<file path="src/rtl/tbase_pkg.sv">
package tbase_pkg;

    localparam int PRE_W = 7;

    typedef enum logic [1:0] {
        DIV_BY2   = 2'd0,
        DIV_BY8   = 2'd1,
        DIV_BY32  = 2'd2,
        DIV_BY128 = 2'd3
    } div_sel_e;

    typedef enum logic [2:0] {
        REG_CMD   = 3'd0,
        REG_CFG   = 3'd1,
        REG_COUNT = 3'd2,
        REG_LOW   = 3'd3,
        REG_HIGH  = 3'd4
    } reg_addr_e;

    typedef struct packed {
        logic     chain;
        logic     run;
        div_sel_e sel;
    } cfg_t;

    localparam int CFG_W    = $bits(cfg_t);
    localparam int SYNC_BIT = 0;

    // terminal prescaler value for a given select
    function automatic logic [PRE_W-1:0] div_minus1(input div_sel_e s);
        logic [7:0] d;
        d = 8'd2 << {s, 1'b0};
        return PRE_W'(d - 8'd1);
    endfunction

    // largest divisor whose tick rate still reaches min_hz
    function automatic div_sel_e pick_div(input longint unsigned clk_hz,
                                          input longint unsigned min_hz);
        for (int i = 3; i >= 0; i--) begin
            if ((clk_hz / (64'd2 << (2 * i))) >= min_hz)
                return div_sel_e'(2'(i));
        end
        return DIV_BY2;
    endfunction

endpackage

</file>
<file path="src/rtl/tbase_prescaler.sv">
module tbase_prescaler
    import tbase_pkg::*;
(
    input  logic     clk,
    input  logic     rst,
    input  logic     sync_clr,
    input  logic     run,
    input  div_sel_e sel,
    output logic     tick
);

    logic [PRE_W-1:0] pre_q;
    logic [PRE_W-1:0] limit;

    assign limit = div_minus1(sel);
    assign tick  = run && (pre_q >= limit);

    always_ff @(posedge clk) begin
        if (rst || sync_clr)
            pre_q <= '0;
        else if (run)
            pre_q <= tick ? '0 : pre_q + 1'b1;
    end


    tick_spacing_chk: assert property (@(posedge clk) disable iff (rst)
        tick |=> !tick);


    pre_reset_chk: assert property (@(posedge clk) disable iff (rst)
        tick |=> (pre_q == '0));

endmodule

</file>
<file path="src/rtl/tbase_lo_chan.sv">
module tbase_lo_chan #(
    parameter int CH_W = 16
) (
    input  logic              clk,
    input  logic              rst,
    input  logic              sync_clr,
    input  logic              tick,
    input  logic              wide,
    output logic [2*CH_W-1:0] cnt,
    output logic              wave
);

    localparam int CNT_W = 2 * CH_W;
    localparam logic [CH_W-1:0] HALF = {1'b1, {(CH_W-1){1'b0}}};

    logic [CH_W-1:0]  low_part;
    logic [CNT_W-1:0] cnt_inc;

    assign low_part = cnt[CH_W-1:0];

    always_comb begin
        if (wide)
            cnt_inc = cnt + 1'b1;
        else
            cnt_inc = {{CH_W{1'b0}}, low_part + 1'b1};
    end

    always_ff @(posedge clk) begin
        if (rst || sync_clr)
            cnt <= '0;
        else if (tick)
            cnt <= cnt_inc;
    end

    // compare-driven waveform: set at zero, cleared at half range
    always_ff @(posedge clk) begin
        if (rst || sync_clr)
            wave <= 1'b1;
        else if (wide)
            wave <= 1'b0;
        else if (low_part == '0)
            wave <= 1'b1;
        else if (low_part == HALF)
            wave <= 1'b0;
    end


    lo_hold_chk: assert property (@(posedge clk) disable iff (rst)
        (!sync_clr && !tick) |=> $stable(cnt));


    wave_fall_chk: assert property (@(posedge clk) disable iff (rst)
        (!sync_clr && low_part == HALF) |=> !wave);


    wave_rise_chk: assert property (@(posedge clk) disable iff (rst)
        (!sync_clr && !wide && low_part == '0) |=> wave);

endmodule

</file>
<file path="src/rtl/tbase_hi_chan.sv">
module tbase_hi_chan #(
    parameter int CH_W = 16
) (
    input  logic            clk,
    input  logic            rst,
    input  logic            sync_clr,
    input  logic            wave,
    input  logic            count_en,
    output logic [CH_W-1:0] cnt
);

    logic wave_d;
    logic rise;

    assign rise = wave && !wave_d;

    always_ff @(posedge clk) begin
        if (rst || sync_clr)
            wave_d <= 1'b1;
        else
            wave_d <= wave;
    end

    always_ff @(posedge clk) begin
        if (rst || sync_clr)
            cnt <= '0;
        else if (rise && count_en)
            cnt <= cnt + 1'b1;
    end


    hi_inc_chk: assert property (@(posedge clk) disable iff (rst)
        (!sync_clr && rise && count_en) |=> (cnt == CH_W'($past(cnt) + 1'b1)));


    hi_idle_chk: assert property (@(posedge clk) disable iff (rst)
        (!sync_clr && !(rise && count_en)) |=> $stable(cnt));

endmodule

</file>
<file path="src/rtl/chained_timebase.sv">
module chained_timebase
    import tbase_pkg::*;
#(
    parameter int              CH_W        = 16,
    parameter longint unsigned CLK_HZ      = 66_000_000,
    parameter longint unsigned MIN_RATE_HZ = 5_000_000,
    parameter int              ADDR_W      = 3
) (
    input  logic                clk,
    input  logic                rst,
    input  logic                mode_wide,
    input  logic                wr_en,
    input  logic                rd_en,
    input  logic [ADDR_W-1:0]   addr,
    input  logic [2*CH_W-1:0]   wdata,
    output logic [2*CH_W-1:0]   rdata,
    output logic                wave_out
);

    localparam int       DATA_W  = 2 * CH_W;
    localparam div_sel_e DEF_SEL = pick_div(CLK_HZ, MIN_RATE_HZ);

    localparam logic [ADDR_W-1:0] AD_CMD   = ADDR_W'(REG_CMD);
    localparam logic [ADDR_W-1:0] AD_CFG   = ADDR_W'(REG_CFG);
    localparam logic [ADDR_W-1:0] AD_COUNT = ADDR_W'(REG_COUNT);
    localparam logic [ADDR_W-1:0] AD_LOW   = ADDR_W'(REG_LOW);
    localparam logic [ADDR_W-1:0] AD_HIGH  = ADDR_W'(REG_HIGH);

    cfg_t              cfg_q;
    logic              sync_clr;
    logic              tick;
    logic [DATA_W-1:0] lo_cnt;
    logic [CH_W-1:0]   hi_cnt;
    logic              wave;
    logic [DATA_W-1:0] view;
    logic [CH_W-1:0]   hold_q;
    logic [DATA_W-1:0] rd_mux;
    logic              unused_wdata;

    assign unused_wdata = ^wdata[DATA_W-1:CFG_W];

    assign sync_clr = wr_en && (addr == AD_CMD) && wdata[SYNC_BIT];

    always_ff @(posedge clk) begin
        if (rst) begin
            cfg_q.chain <= 1'b0;
            cfg_q.run   <= 1'b0;
            cfg_q.sel   <= DEF_SEL;
        end else if (wr_en && addr == AD_CFG) begin
            cfg_q <= cfg_t'(wdata[CFG_W-1:0]);
        end
    end

    tbase_prescaler u_pre (
        .clk      (clk),
        .rst      (rst),
        .sync_clr (sync_clr),
        .run      (cfg_q.run),
        .sel      (cfg_q.sel),
        .tick     (tick)
    );

    tbase_lo_chan #(.CH_W(CH_W)) u_lo (
        .clk      (clk),
        .rst      (rst),
        .sync_clr (sync_clr),
        .tick     (tick),
        .wide     (mode_wide),
        .cnt      (lo_cnt),
        .wave     (wave)
    );

    tbase_hi_chan #(.CH_W(CH_W)) u_hi (
        .clk      (clk),
        .rst      (rst),
        .sync_clr (sync_clr),
        .wave     (wave),
        .count_en (cfg_q.chain && !mode_wide),
        .cnt      (hi_cnt)
    );

    assign wave_out = wave;
    assign view     = mode_wide ? lo_cnt : {hi_cnt, lo_cnt[CH_W-1:0]};

    always_comb begin
        rd_mux = '0;
        case (addr)
            AD_CFG:   rd_mux = {{(DATA_W-CFG_W){1'b0}}, cfg_q};
            AD_COUNT: rd_mux = view;
            AD_LOW:   rd_mux = {{CH_W{1'b0}}, view[CH_W-1:0]};
            AD_HIGH:  rd_mux = {{CH_W{1'b0}}, hold_q};
            default:  rd_mux = '0;
        endcase
    end

    always_ff @(posedge clk) begin
        if (rst)
            hold_q <= '0;
        else if (rd_en && addr == AD_LOW)
            hold_q <= view[DATA_W-1:CH_W];
    end

    always_ff @(posedge clk) begin
        if (rst)
            rdata <= '0;
        else if (rd_en)
            rdata <= rd_mux;
    end


    sync_clear_chk: assert property (@(posedge clk) disable iff (rst)
        sync_clr |=> (lo_cnt == '0 && hi_cnt == '0 && wave_out));


    wide_hold_chk: assert property (@(posedge clk) disable iff (rst)
        (mode_wide && !sync_clr) |=> $stable(hi_cnt));


    hold_stable_chk: assert property (@(posedge clk) disable iff (rst)
        !(rd_en && addr == AD_LOW) |=> $stable(hold_q));


    rdata_hold_chk: assert property (@(posedge clk) disable iff (rst)
        !rd_en |=> $stable(rdata));

endmodule

</file>
<file path="config.mk">
export PLATFORM = sky130hd
export DESIGN_NAME = chained_timebase
export DESIGN_NICKNAME = d
export VERILOG_FILES = /design/src/rtl/tbase_pkg.sv /design/src/rtl/tbase_prescaler.sv /design/src/rtl/tbase_lo_chan.sv /design/src/rtl/tbase_hi_chan.sv /design/src/rtl/chained_timebase.sv
export SDC_FILE = /design/constraint.sdc
export NUM_CORES = 1
export LEC_CHECK = 0
export BUFFER_PORTS_ARGS = -buffer_cell sky130_fd_sc_hd__buf_2
export CAP_MARGIN = 5
export CORE_MARGIN = 2
export CORE_UTILIZATION = 40
export CTS_CLUSTER_DIAMETER = 120
export CTS_CLUSTER_SIZE = 40
export DETAILED_ROUTE_END_ITERATION = 6
export SLEW_MARGIN = 20
export SYNTH_ARGS = -nofsm -noshare
export SYNTH_HDL_FRONTEND = slang
export SYNTH_SLANG_ARGS = --single-unit
</file>
<file path="constraint.sdc">
create_clock -name clk -period 2 [get_ports clk]
set_input_delay 0.4 -clock clk [delete_from_list [all_inputs] [get_ports clk]]
set_output_delay 0.4 -clock clk [all_outputs]
set_load 0.02 [all_outputs]
</file>
# After elaboration in Yosys (flattened, before gate mapping)
# Index checks and enable logic that the tools add are counted.
# word_totals
ff_bits,109
in_bits,40
output_inout_bits,33
elab_cells,43
# op_classes
add_sub_neg,5
n_lt_le_gt_ge,1
n_eq_ne,5
shifts,1
muxes,7
reduce_logical,14
# op_table
cell,n
$pmux 32 s4,1
$mux 32,2
$add 16x1->16 const B,2
$add 32x1->32 const B,1
$eq 16x16->1 const B,1
$logic_not 16->1,1
$logic_and 1x1->1,8
$add 7x1->7 const B,1
$ge 7x7->1,1
$mux 7,1
$shl 2x3->7 const A,1
$sub 7x1->7 const B,1
$eq 3x2->1 const B,2
$eq 3x1->1 const B,1
$eq 3x3->1 const B,1
$logic_not 3->1,1
$mux 1,3
$reduce_bool 3->1,1
$logic_not 1->1,2
$logic_or 1x1->1,1

# Depth between registers and ports, before layout
# Gate-level depths: netlist (run 1).
# logic_depth
ltp_word,5
ltp_mapped,9
mapped_depth_nobuf,7

# Modules after synthesis
# A second synthesis (run 1) with hierarchy kept.
# hier_totals
hier_cells,582
area_unflattened_um2,5317.6
# modules_own_cells
module,instances,cells_per_inst,area_per_inst_um2,seq_area_each_um2
chained_timebase,1,252,2423.6,1041.0
tbase_lo_chan,1,198,1659.1,660.6
tbase_hi_chan,1,84,783.3,340.3
tbase_prescaler,1,48,451.7,140.1

# Worst setup path after synthesis (run 1)
# No wires, ideal clock.
# synth_path
path_type,reg2reg
from,register cfg_q[1] (netlist name)
to,register u_lo.cnt[30]
setup_time_ps,70
arrival_ps,1953
required_time_ps,1930
slack_ps,-23
stages_incl_launch_ff,9
path_buffers,1
synth_period_minus_slack_ps,2023
path_cell_list,dfxtp_1 -> nand2_1 -> ha_1 -> nand4_1 -> a21oi_4 -> o21ai_2 -> buf_6 -> or4_1 -> a21oi_1
# synth_via
elab_chain_cells,4
# synth_lines
item,line,text
$shl 2x3->7,tbase_pkg.sv:32,"d = 8'd2 << {s, 1'b0};"
$sub 7x1->7,tbase_pkg.sv:33,return PRE_W'(d - 8'd1);
$ge 7x7->1,tbase_prescaler.sv:16,assign tick = run && (pre_q >= limit);
$logic_and 1x1->1,tbase_prescaler.sv:16,
"end signal, assigned",tbase_lo_chan.sv:32,cnt <= cnt_inc;
"end, declared",tbase_lo_chan.sv:9,"output logic [2*CH_W-1:0] cnt,"
# No other way between the ends.
# A chain may end at the register's enable or synchronous reset.

# Worst setup path after layout (run 1)
# layout_path
from,register cfg_q[1] (netlist name)
to,register u_lo.cnt[29]
# layout_via
elab_chain_cells,4
# layout_lines
item,line
$shl 2x3->7,tbase_pkg.sv:32
$sub 7x1->7,tbase_pkg.sv:33
$ge 7x7->1,tbase_prescaler.sv:16
$logic_and 1x1->1,tbase_prescaler.sv:16
# No other way between the ends.

==> results.md, run 1 <==
* Maximum clock frequency at 466 MHz
* # diodes at 0
* Worst Hold Depth at 2
* Most frequent cells in the layout: dfxtp_1, nor2_1, buf_4, buf_2, nand2_1
* WL final at 14,700 um
* TritonCTS clock tree: built
* Total track usage at about a fifth
* Clk slew on worst S/H paths at roughly 0.070 ns
* DIE AREA at 14,000 um2
* CP cell instances: nand2_4 -> ha_4 -> nand4_1 -> a21oi_4 -> buf_4 -> o211ai_1 -> or4_4 -> a21oi_2
* Routed vias/inst at between 5 and 6
* Antenna Nets Post-Route at 0
* Vias in the first global route at 4,623
* Leakage at 2.36 nW
* Crit-path max cell delay at 0.47 ns
* DP HPWL at 10,200 um
* WP data required at 2.28 ns
* Setup Slack @ Placement at -0.160 ns
* Worst reg2reg endpoint: u_lo.cnt[29]
* WHS at between 0.2 and 0.3 ns
* Clk_lat worst skew at 0.35 ns
* Final hold viol count at 0
* Initial Util at approximately two fifths
* Post-Syn Nets at approximately 650
* RSZ-0062 raised after global routing: yes
* Post-layout min period at 2.15 ns
* Core area at 12,700 um2
* Sequential element share of the synthesized area at between 40% and 50%
* R2R Setup Slk at -0.15 ns
* Top post-synthesis cells by area: dfxtp_1, nor2_1, a211oi_1
* Setup violators final at 23
* Number of synthesized flops with an enable pin at 0
* PD cells at 617 nW/um2
* Met2 Resource Use GR at 35.1%
* First-pass GRT wire length at 23,400 um
* DR WL/cell at 17.3 um
* Initial antenna violation count at 0
* WS Path Type: register to register
* TritonCTS Buffers at 9
* Layout area overhead at 27.4%
* Gpl congestion at 0.819
* Gr ovfl total at 0
* Die Y-Extent at 118 um
* Largest net degree at the start of global routing at 53
* Final worst-path cycle share at 107%
* Max Root-Sink Buffers at 2
* Chip Width at about 120 um
* Avg Inst Size Synth at 8.73 um2
* Synth area leader: dfxtp_1
* FF-to-FF path depth at 8
* Final slew viol count at 0
* Busiest grt layer: met2
* Via count at 4,694
* Synth Warn # at 0
* Register bit total from synthesis at 109
* Crit path DAT at 2.42 ns
* Crit start category: register
* Commonest non-fill, non-tap cell in the layout: dfxtp_1
* Nets@finish at 720
* Endpoint class of the critical path: register
* Hold EP: cfg_q[0]
* FP Rows at 41
* Crit path buffers/inverters at 1
* Synth top area share at 41.8%
* Worst-margin pin slew at 0.597 ns
* H-tree depth at 3
* Yosys cell types at 54
* Setup tns final at -2.09 ns
* Status: finished with violations
* Drt pass-1 iters at 5
* Cells after synthesis at roughly 600
* Worst rel slew slack at 60.1%
* Post-route DRC at 0
* IO Pins at 73
* CTS Root Cell: clkbuf_16
* Hold Crit Start: wdata[0]
* Grt met3 use at 4.01%
* Max_cap viols at 0
* Initial DRC count at ~300
* Synth async-reset ratio at 0%
* Predominant post-synthesis flop cell: dfxtp_1
* Skew final at 0.00719 ns
* Port bufs at 44
* Clock sinks at about 110
* Netlist Area Pre-Place at between 5000 and 6000 um2
* Met1 Use GR at 26.9%
* Top Family by Delay on Critical Path: simple AND/OR/NAND/NOR gates
* Start of the worst register-to-register path: cfg_q[1]
* Violated checks: setup timing
* Worst hold path type: input pin to register
* CP max-delay cell: or4_4
* Final WS setup at -0.145 ns
* Peak VDD IR at 0.429 mV
* Layout cells sized above 1 at 26.6%
* CP max FO at 4
final cells by class:
type / count / area (um2)
Clock buffer: 10 / 229
Clock inverter: 5 / 28.8
Fill cell: 1204 / 6020
Inverter: 23 / 86.3
Multi-Input combinational cell: 423 / 3120
Sequential cell: 109 / 2190
Tap cell: 172 / 215
Timing Repair Buffer: 104 / 785
state kept, by name (all words and copies together) (netlist names):
name         flops
cfg_q            4
u_pre.pre_q      7
u_lo.cnt        32
rdata           32
u_lo.wave        1
u_hi.wave_d      1
hold_q          16
u_hi.cnt        16
kinds of logic after synthesis:
| family | Yosys count | synth area share [%] |
|---|---|---|
| DFF | 109 | 41.8 |
| xor gates and xnor gates | 34 | 5.70 |
| muxes | 19 | 3.64 |
| and+or+nand+nor | 225 | 21.4 |
| AOI/OAI and AO/OA | 135 | 19.7 |
| adders and majority gates | 10 | 2.40 |
| buffers and inverters | 66 | 5.42 |
metal layers:
layer  share of wire, %  vias up
met1                 45     2237
met4                1.7        0
met5                  0        -
li1                   -     2312
met3                5.3       19
met2                 48      126
cells in the mapped netlist, drive strengths merged, types with 16 or more instances:
master	instances
a211oi	28
a21oi	30
mux2i	19
nand2	32
inv	23
clkbuf	26
o32a	16
nand3	20
dfxtp	109
xnor2	20
nor2	98
nand4	17
buf	17
a22oi	16
timing repair:
item	in CTS	in global routing
resized for setup	28	44
hold buffers	0	0
setup endpoints to repair	26	39
pin swaps	7	16
gates cloned	2	1
buffers inserted	2	3
report_power, final:
group | switching (W) | leakage (nW) | internal [W] | total [W]
combinational | 0.000159 | 1.35 | 0.0000827 | 0.000242
clock | 0.000812 | 0.132 | 0.000833 | 0.00165
sequential | 0.0000212 | 0.882 | 0.00220 | 0.00222
through the flow:
stage                     total power, W  instances  util [%]  instance area, um2
after global routing             0.00423        846      52.5                6650
final                            0.00410        846      52.5                6650
after detailed placement         0.00249        823      46.7                5920
after CTS                        0.00412        842      50.3                6380
after floorplan                  0.00241        598         -                5250
after global placement           0.00248        823      46.7                5920
worst max path at each step:
stage | slack (ns) | from | end | depth (start not counted)
after CTS | -0.11 | cfg_q[1] | u_lo.cnt[21] | 8
after global routing | -0.27 | cfg_q[1] | u_lo.cnt[29] | 8
after floorplan | 0.0003 | cfg_q[0] | u_lo.cnt[30] | 8
after global placement | -0.1 | cfg_q[0] | u_lo.cnt[24] | 7
after detailed placement | -0.16 | cfg_q[0] | u_lo.cnt[23] | 7
final | -0.15 | cfg_q[1] | u_lo.cnt[29] | 8
Note: power is estimated with default switching activity, not from simulation.
==> run 2: changes to the inputs <==
--- a/config.mk
+++ b/config.mk
@@ -12,6 +12,7 @@
 export CTS_CLUSTER_DIAMETER = 120
 export CTS_CLUSTER_SIZE = 40
 export DETAILED_ROUTE_END_ITERATION = 6
+export RECOVER_POWER = 100
 export SLEW_MARGIN = 20
 export SYNTH_ARGS = -nofsm -noshare
 export SYNTH_HDL_FRONTEND = slang
==> results.md, run 2 (synthesized netlist as in run 1, its figures left out) <==
* Hold Buf Count CTS at 0 (unchanged)
* Crit path buffers/inverters at 1 (unchanged)
* Worst rel slew slack at 55.5% (-4.6 points)
* Endpoint class of the critical path: register
* RSZ-0062 raised after global routing: yes
* DR WL/cell at 17.4 um (+0.40%)
* Largest net degree at the start of global routing at 53 (unchanged)
* Via count at 4,698 (+0.085%)
* DP HPWL at 10,200 um (unchanged)
* WP data required at 2.28 ns (about the same)
* Commonest non-fill, non-tap cell in the layout: dfxtp_1
* Final hold viol count at 0 (unchanged)
* Clk slew on worst S/H paths at 0.07 ns (about the same)
* Setup violators final at 23 (unchanged)
* CP cell instances: nand2_4 -> ha_4 -> nand4_1 -> a21oi_4 -> buf_4 -> o211ai_1 -> or4_4 -> a21oi_2
* Core area at 12,700 um2 (unchanged)
* Crit-path max cell delay at 0.47 ns (about the same)
* CP max FO at 4 (unchanged)
* Setup Slack @ Placement at -0.160 ns (unchanged)
* Maximum clock frequency at 463 MHz (-0.60%)
* Skew final at 0.00656 ns (-0.000630 ns)
* Antenna Nets Post-Route at 0 (unchanged)
* Die Y-Extent at 118 um (unchanged)
* Power, Total at 0.00409 W (-0.24%)
* TritonCTS Buffers at 9 (unchanged)
* Max_cap viols at 0 (unchanged)
* Worst hold path type: input pin to register
* Clk_lat worst skew at 0.35 ns (about the same)
* IO Pins at 73 (unchanged)
* Initial antenna violation count at 0 (unchanged)
* Gpl congestion at 0.819 (unchanged)
* Worst-margin pin slew at 0.667 ns (+0.0700 ns)
* Final slew viol count at 0 (unchanged)
* DP Area at 5920 um2 (unchanged)
* Final WS setup at -0.158 ns (-0.0130 ns)
* Top Family by Delay on Critical Path: simple AND/OR/NAND/NOR gates
* Clock sinks at 109 (unchanged)
* Peak VDD IR at 0.425 mV (-0.92%)
* Layout area overhead at 25.8%
* Leakage at 2.20 nW (-6.9%)
* Routed vias/inst at 5.55 (about the same)
* Chip Width at 118 um (unchanged)
* Post-layout min period at 2.16 ns (+0.0130 ns)
* Initial DRC count at 268 (-12%)
* Crit start category: register
* Fill cells at 1,229 (+2.1%)
* Crit path DAT at 2.44 ns (+0.02 ns)
* Initial Util at 41.2% (unchanged)
* WL final at 14,700 um (+0.40%)
* FP Rows at 41 (unchanged)
* Most frequent cells in the layout: dfxtp_1, nor2_1, buf_4, clkbuf_1, nand2_1
* Post-route DRC at 0 (unchanged)
* WS Path Type: register to register
* DIE AREA at 14,000 um2 (unchanged)
* Drt pass-1 iters at 7 (+2)
* Status: finished with violations
* Gr ovfl total at 0 (unchanged)
* Layout cells sized above 1 at 20.8% (-5.8 points)
* PD cells at 623 nW/um2 (+1.0%)
* CP max-delay cell: or4_4
* Final Cell Area at 6570 um2 (-1.3%)
* # diodes at 0 (unchanged)
* Final worst-path cycle share at 108% (+0.65 points)
* First-pass GRT wire length at 23,400 um (unchanged)
* H-tree depth at 3 (unchanged)
* Nets@finish at 720 (unchanged)
* Total track usage at 20.8% (unchanged)
* CTS Root Cell: clkbuf_16
* TritonCTS clock tree: built
* Port bufs at 44 (unchanged)
* Violated checks: setup timing
* Largest registers: rdata: 32 flops, u_lo.cnt: 32 flops
* Vias in the first global route at 4,623 (unchanged)
* Max Root-Sink Buffers at 2 (unchanged)
==> run 2: layer usage <==
metal  wire, um  part of all wire [%]  up-vias  track usage (%)
met5          0                     0        -                0
met2       7150                    49      124             35.1
li1           -                     -     2313                -
met1       6530                    44     2240             26.9
met4        265                   1.8        0             6.25
met3        783                   5.3       21             4.01
==> run 2: layout make-up <==
cell class | count | area (um2) | share of cell area [%]
Multi-Input combinational cell | 423 | 3100 | 47.3
Inverter | 23 | 86.3 | 1.31
Sequential cell | 109 | 2190 | 33.3
Clock inverter | 5 | 28.8 | 0.438
Clock buffer | 10 | 229 | 3.49
Timing Repair Buffer | 104 | 716 | 10.9
Tap cell | 172 | 215 | 3.28
==> run 2: stage by stage <==
| stage | TNS (ns) | utilization (%) | cells | hold WS, ns |
|---|---|---|---|---|
| after global placement | -0.951 | 46.7 | 823 | 0.473 |
| after detailed placement | -1.95 | 46.7 | 823 | 0.474 |
| after global routing | -5.75 | 51.8 | 846 | 0.300 |
| after floorplan | 0 | - | 598 | 0.460 |
| after CTS | -1.59 | 50.3 | 842 | 0.282 |
| final | -2.24 | 51.8 | 846 | 0.286 |
==> run 2: repair_timing <==
| item | 4_1_cts | 5_1_grt |
|---|---|---|
| setup endpoints to repair | 26 | 39 |
| cloned | 2 | 1 |
| gates resized for setup | 28 | 44 |
| setup buffers | 2 | 3 |
| pin swaps | 7 | 16 |
==> run 2: worst register-to-register path, cell delays in order (launching register included) <==
cell and delay [ns]:
dfxtp_4 0.38, nand2_4 0.07, ha_4 0.28, nand4_1 0.19, a21oi_4 0.22, buf_4 0.14
o211ai_1 0.15, or4_4 0.47, a21oi_2 0.18
==> run 2: path summary, 6_finish.rpt <==
kind | startpoint | endpoint | slack, ns | cells after the start
worst max-delay path | cfg_q[1] | u_lo.cnt[29] | -0.16 | 8
worst min-delay path | wdata[2] | cfg_q[2] | 0.29 | 3
worst max register to register | cfg_q[1] | u_lo.cnt[29] | -0.16 | 8
worst min register to register | rdata[7] | rdata[7] | 0.48 | 2
==> run 2: power breakdown <==
group / switching, W / leakage [nW] / internal (W) / total, W
Combinational: 0.000160 / 1.18 / 0.0000750 / 0.000235
Clock: 0.000809 / 0.132 / 0.000833 / 0.00164
Sequential: 0.0000216 / 0.882 / 0.00220 / 0.00222
Total: 0.000990 / 2.20 / 0.00310 / 0.00409
==> run 3: changes to the inputs <==
--- a/config.mk
+++ b/config.mk
@@ -8,10 +8,11 @@
 export BUFFER_PORTS_ARGS = -buffer_cell sky130_fd_sc_hd__buf_2
 export CAP_MARGIN = 5
 export CORE_MARGIN = 2
-export CORE_UTILIZATION = 40
+export CORE_UTILIZATION = 52
 export CTS_CLUSTER_DIAMETER = 120
 export CTS_CLUSTER_SIZE = 40
 export DETAILED_ROUTE_END_ITERATION = 6
+export PLACE_DENSITY = 0.76
 export RECOVER_POWER = 100
 export SLEW_MARGIN = 20
 export SYNTH_ARGS = -nofsm -noshare
==> results.md, run 3 (synthesized netlist as in run 1, its figures left out) <==
* Status: finished with violations
* Violated checks: setup timing
* Final design utilization at 63.9% (+12 points)
* First-pass GRT wire length at 22,400 um (-4.6%)
* Setup crit end: u_lo.cnt[19]
* FP Rows at 36 (-12%)
* Drt pass-1 iters at 6 (-1)
* Peak VDD IR at 0.392 mV (-7.8%)
* Final worst-path cycle share at 105% (-2.5 points)
* Start of the worst register-to-register path: cfg_q[1]
* WL final at 13,600 um (-7.5%)
* Clock sinks at 109 (unchanged)
* Die Y-Extent at 104 um (-12%)
* Multi-input logic area at 2980 um2 (-4.0%)
* Max_cap viols at 0 (unchanged)
* Port bufs at 44 (unchanged)
* Layout area overhead at 19.6%
* FF-to-FF path depth at 8 (unchanged)
* Worst-margin pin slew at 0.715 ns (+0.0478 ns)
* PD cells at 610 nW/um2 (-2.1%)
* Commonest non-fill, non-tap cell in the layout: dfxtp_1
* TritonCTS Buffers at 9 (unchanged)
* # diodes at 0 (unchanged)
* Register area at 2190 um2 (unchanged)
* Endpoint class of the critical path: register
* Worst setup startpoint: cfg_q[1]
* Chip Width at 104 um (-12%)
* Leakage at 2.07 nW (-5.7%)
* DIE AREA at 10,900 um2 (-22%)
* Gr ovfl total at 0 (unchanged)
* Dpl cells at 780 (-5.2%)
* TritonCTS clock tree: built
* Largest registers: rdata: 32 flops, u_lo.cnt: 32 flops
* DR WL/cell at 17.0 um (-2.4%)
* Hold Buf Count CTS at 0 (unchanged)
* CTS Root Cell: clkbuf_8
* Final slew viol count at 0 (unchanged)
* WS Path Type: register to register
* Worst reg2reg endpoint: u_lo.cnt[19]
* IO Pins at 73 (unchanged)
* Final WS setup at -0.108 ns (+0.0500 ns)
* Via count at 4,805 (+2.3%)
* Clk_lat worst skew at 0.38 ns (+0.03 ns)
* Worst Hold Depth at 3 (unchanged)
* Worst rel slew slack at 52.3% (-3.2 points)
* CP max FO at 14 (+10)
* Core area at 9770 um2 (-23%)
* WP data required at 2.32 ns (+0.04 ns)
* Nets@finish at 714 (-0.83%)
* Setup tns final at -1.70 ns (+0.547 ns)
* R2R Setup Slk at -0.11 ns (+0.05 ns)
* Vias in the first global route at 4,597 (-0.56%)
* Routed vias/inst at 5.99 (+7.9%)
* RSZ-0062 raised after global routing: yes
* Initial antenna violation count at 0 (unchanged)
* Crit path DAT at 2.43 ns (about the same)
* Clk slew on worst S/H paths at 0.12 ns (+0.05 ns)
* Skew final at 0.0141 ns (+0.00756 ns)
* Antenna Nets Post-Route at 0 (unchanged)
* Initial Util at 53.4% (+12 points)
* Layout cells sized above 1 at 17.3% (-3.4 points)
* Post-layout min period at 2.11 ns (-0.0499 ns)
* Most frequent cells in the layout: dfxtp_1, nor2_1, buf_4, clkbuf_1, nand2_1
* Final hold viol count at 0 (unchanged)
* Gpl congestion at 0.895 (+9.3%)
* Crit start category: register
* Setup violators final at 24 (+4.3%)
* Non-filler cells, final at 802 (-5.2%)
* Maximum clock frequency at 474 MHz (+2.4%)
* H-tree depth at 3 (unchanged)
* DP HPWL at 9590 um (-5.8%)
* Total track usage at 25.2% (+4.4 points)
* Initial DRC count at 279 (+4.1%)
* Post-route DRC at 0 (unchanged)
* Worst hold path type: input pin to register
* Max Root-Sink Buffers at 2 (unchanged)
* Largest net degree at the start of global routing at 53 (unchanged)
* Fill cells at 867 (-29%)
## run 3: changes by cell type in the layout (fill, tap and decap cells not counted), moves of 3 or more
| cell | before | now |
|---|---|---|
| clkbuf_16 | 10 | 0 |
| clkbuf_8 | 0 | 9 |
| clkinv_2 | 4 | 0 |
| nor2_1 | 93 | 97 |
| o31ai_1 | 8 | 12 |
| a21oi_1 | 18 | 21 |
| a21oi_2 | 10 | 7 |
| buf_4 | 45 | 42 |
| clkinv_8 | 0 | 3 |
| nor2_2 | 3 | 0 |
| or4_1 | 7 | 10 |
| or4_4 | 7 | 4 |
## run 3: metrics by stage
stage               power, W  hold WS [ns]  setup slack (ns)  instance area (um2)
CTS                  0.00384         0.235            -0.108                 6220
global placement     0.00248         0.472           -0.0810                 5840
global route         0.00393         0.253            -0.180                 6240
finish               0.00381         0.251            -0.108                 6240
detailed placement   0.00249         0.479            -0.122                 5840
floorplan            0.00241         0.460          0.000271                 5250
## run 3: worst min path at each step
| stage | slack (ns) | endpoint | startpoint |
|---|---|---|---|
| after floorplan | 0.46 | u_lo.cnt[29] | u_lo.cnt[29] |
| final | 0.25 | cfg_q[2] | wdata[2] |
| after global placement | 0.47 | rdata[14] | rdata[14] |
| after CTS | 0.24 | cfg_q[2] | wdata[2] |
| after detailed placement | 0.48 | rdata[15] | rdata[15] |
| after global routing | 0.25 | cfg_q[1] | wdata[1] |
## run 3: what timing repair did
item,CTS,global route
endpoints found under the setup margin,22,35
buffers inserted,4,0
gates resized for setup,22,21
cloned,2,0
pin swaps,8,7
## run 3: layer usage
| layer | vias to the layer above | part of all wire (%) | GRT usage, % |
|---|---|---|---|
| met1 | 2291 | 41 | 32.0 |
| met5 | - | 0 | 0 |
| li1 | 2293 | - | - |
| met3 | 29 | 6.7 | 4.20 |
| met2 | 192 | 49 | 42.6 |
| met4 | 0 | 2.5 | 10.5 |
## run 3: area by class of cell
| class | count | area share (%) |
|---|---|---|
| Clock buffer | 9 | 1.98 |
| Clock inverter | 7 | 1.38 |
| Inverter | 23 | 1.38 |
| Multi-Input combinational cell | 423 | 47.8 |
| Sequential cell | 109 | 35.1 |
| Tap cell | 133 | 2.67 |
| Timing Repair Buffer | 98 | 9.74 |
## run 3: critical path, stage by stage, from the launching register on
cell and delay (ns):
dfxtp_4 0.41, nand2_4 0.08, ha_4 0.27, nand4_1 0.19, a21oi_4 0.21, o21ai_4 0.08
buf_12 0.15, or4_1 0.49, a21oi_1 0.16
## run 3: report_power, final
group | switching (W) | internal [W]
Clock | 0.000854 | 0.000505
Sequential | 0.0000221 | 0.00220
Combinational | 0.000154 | 0.0000749
Total | 0.00103 | 0.00278
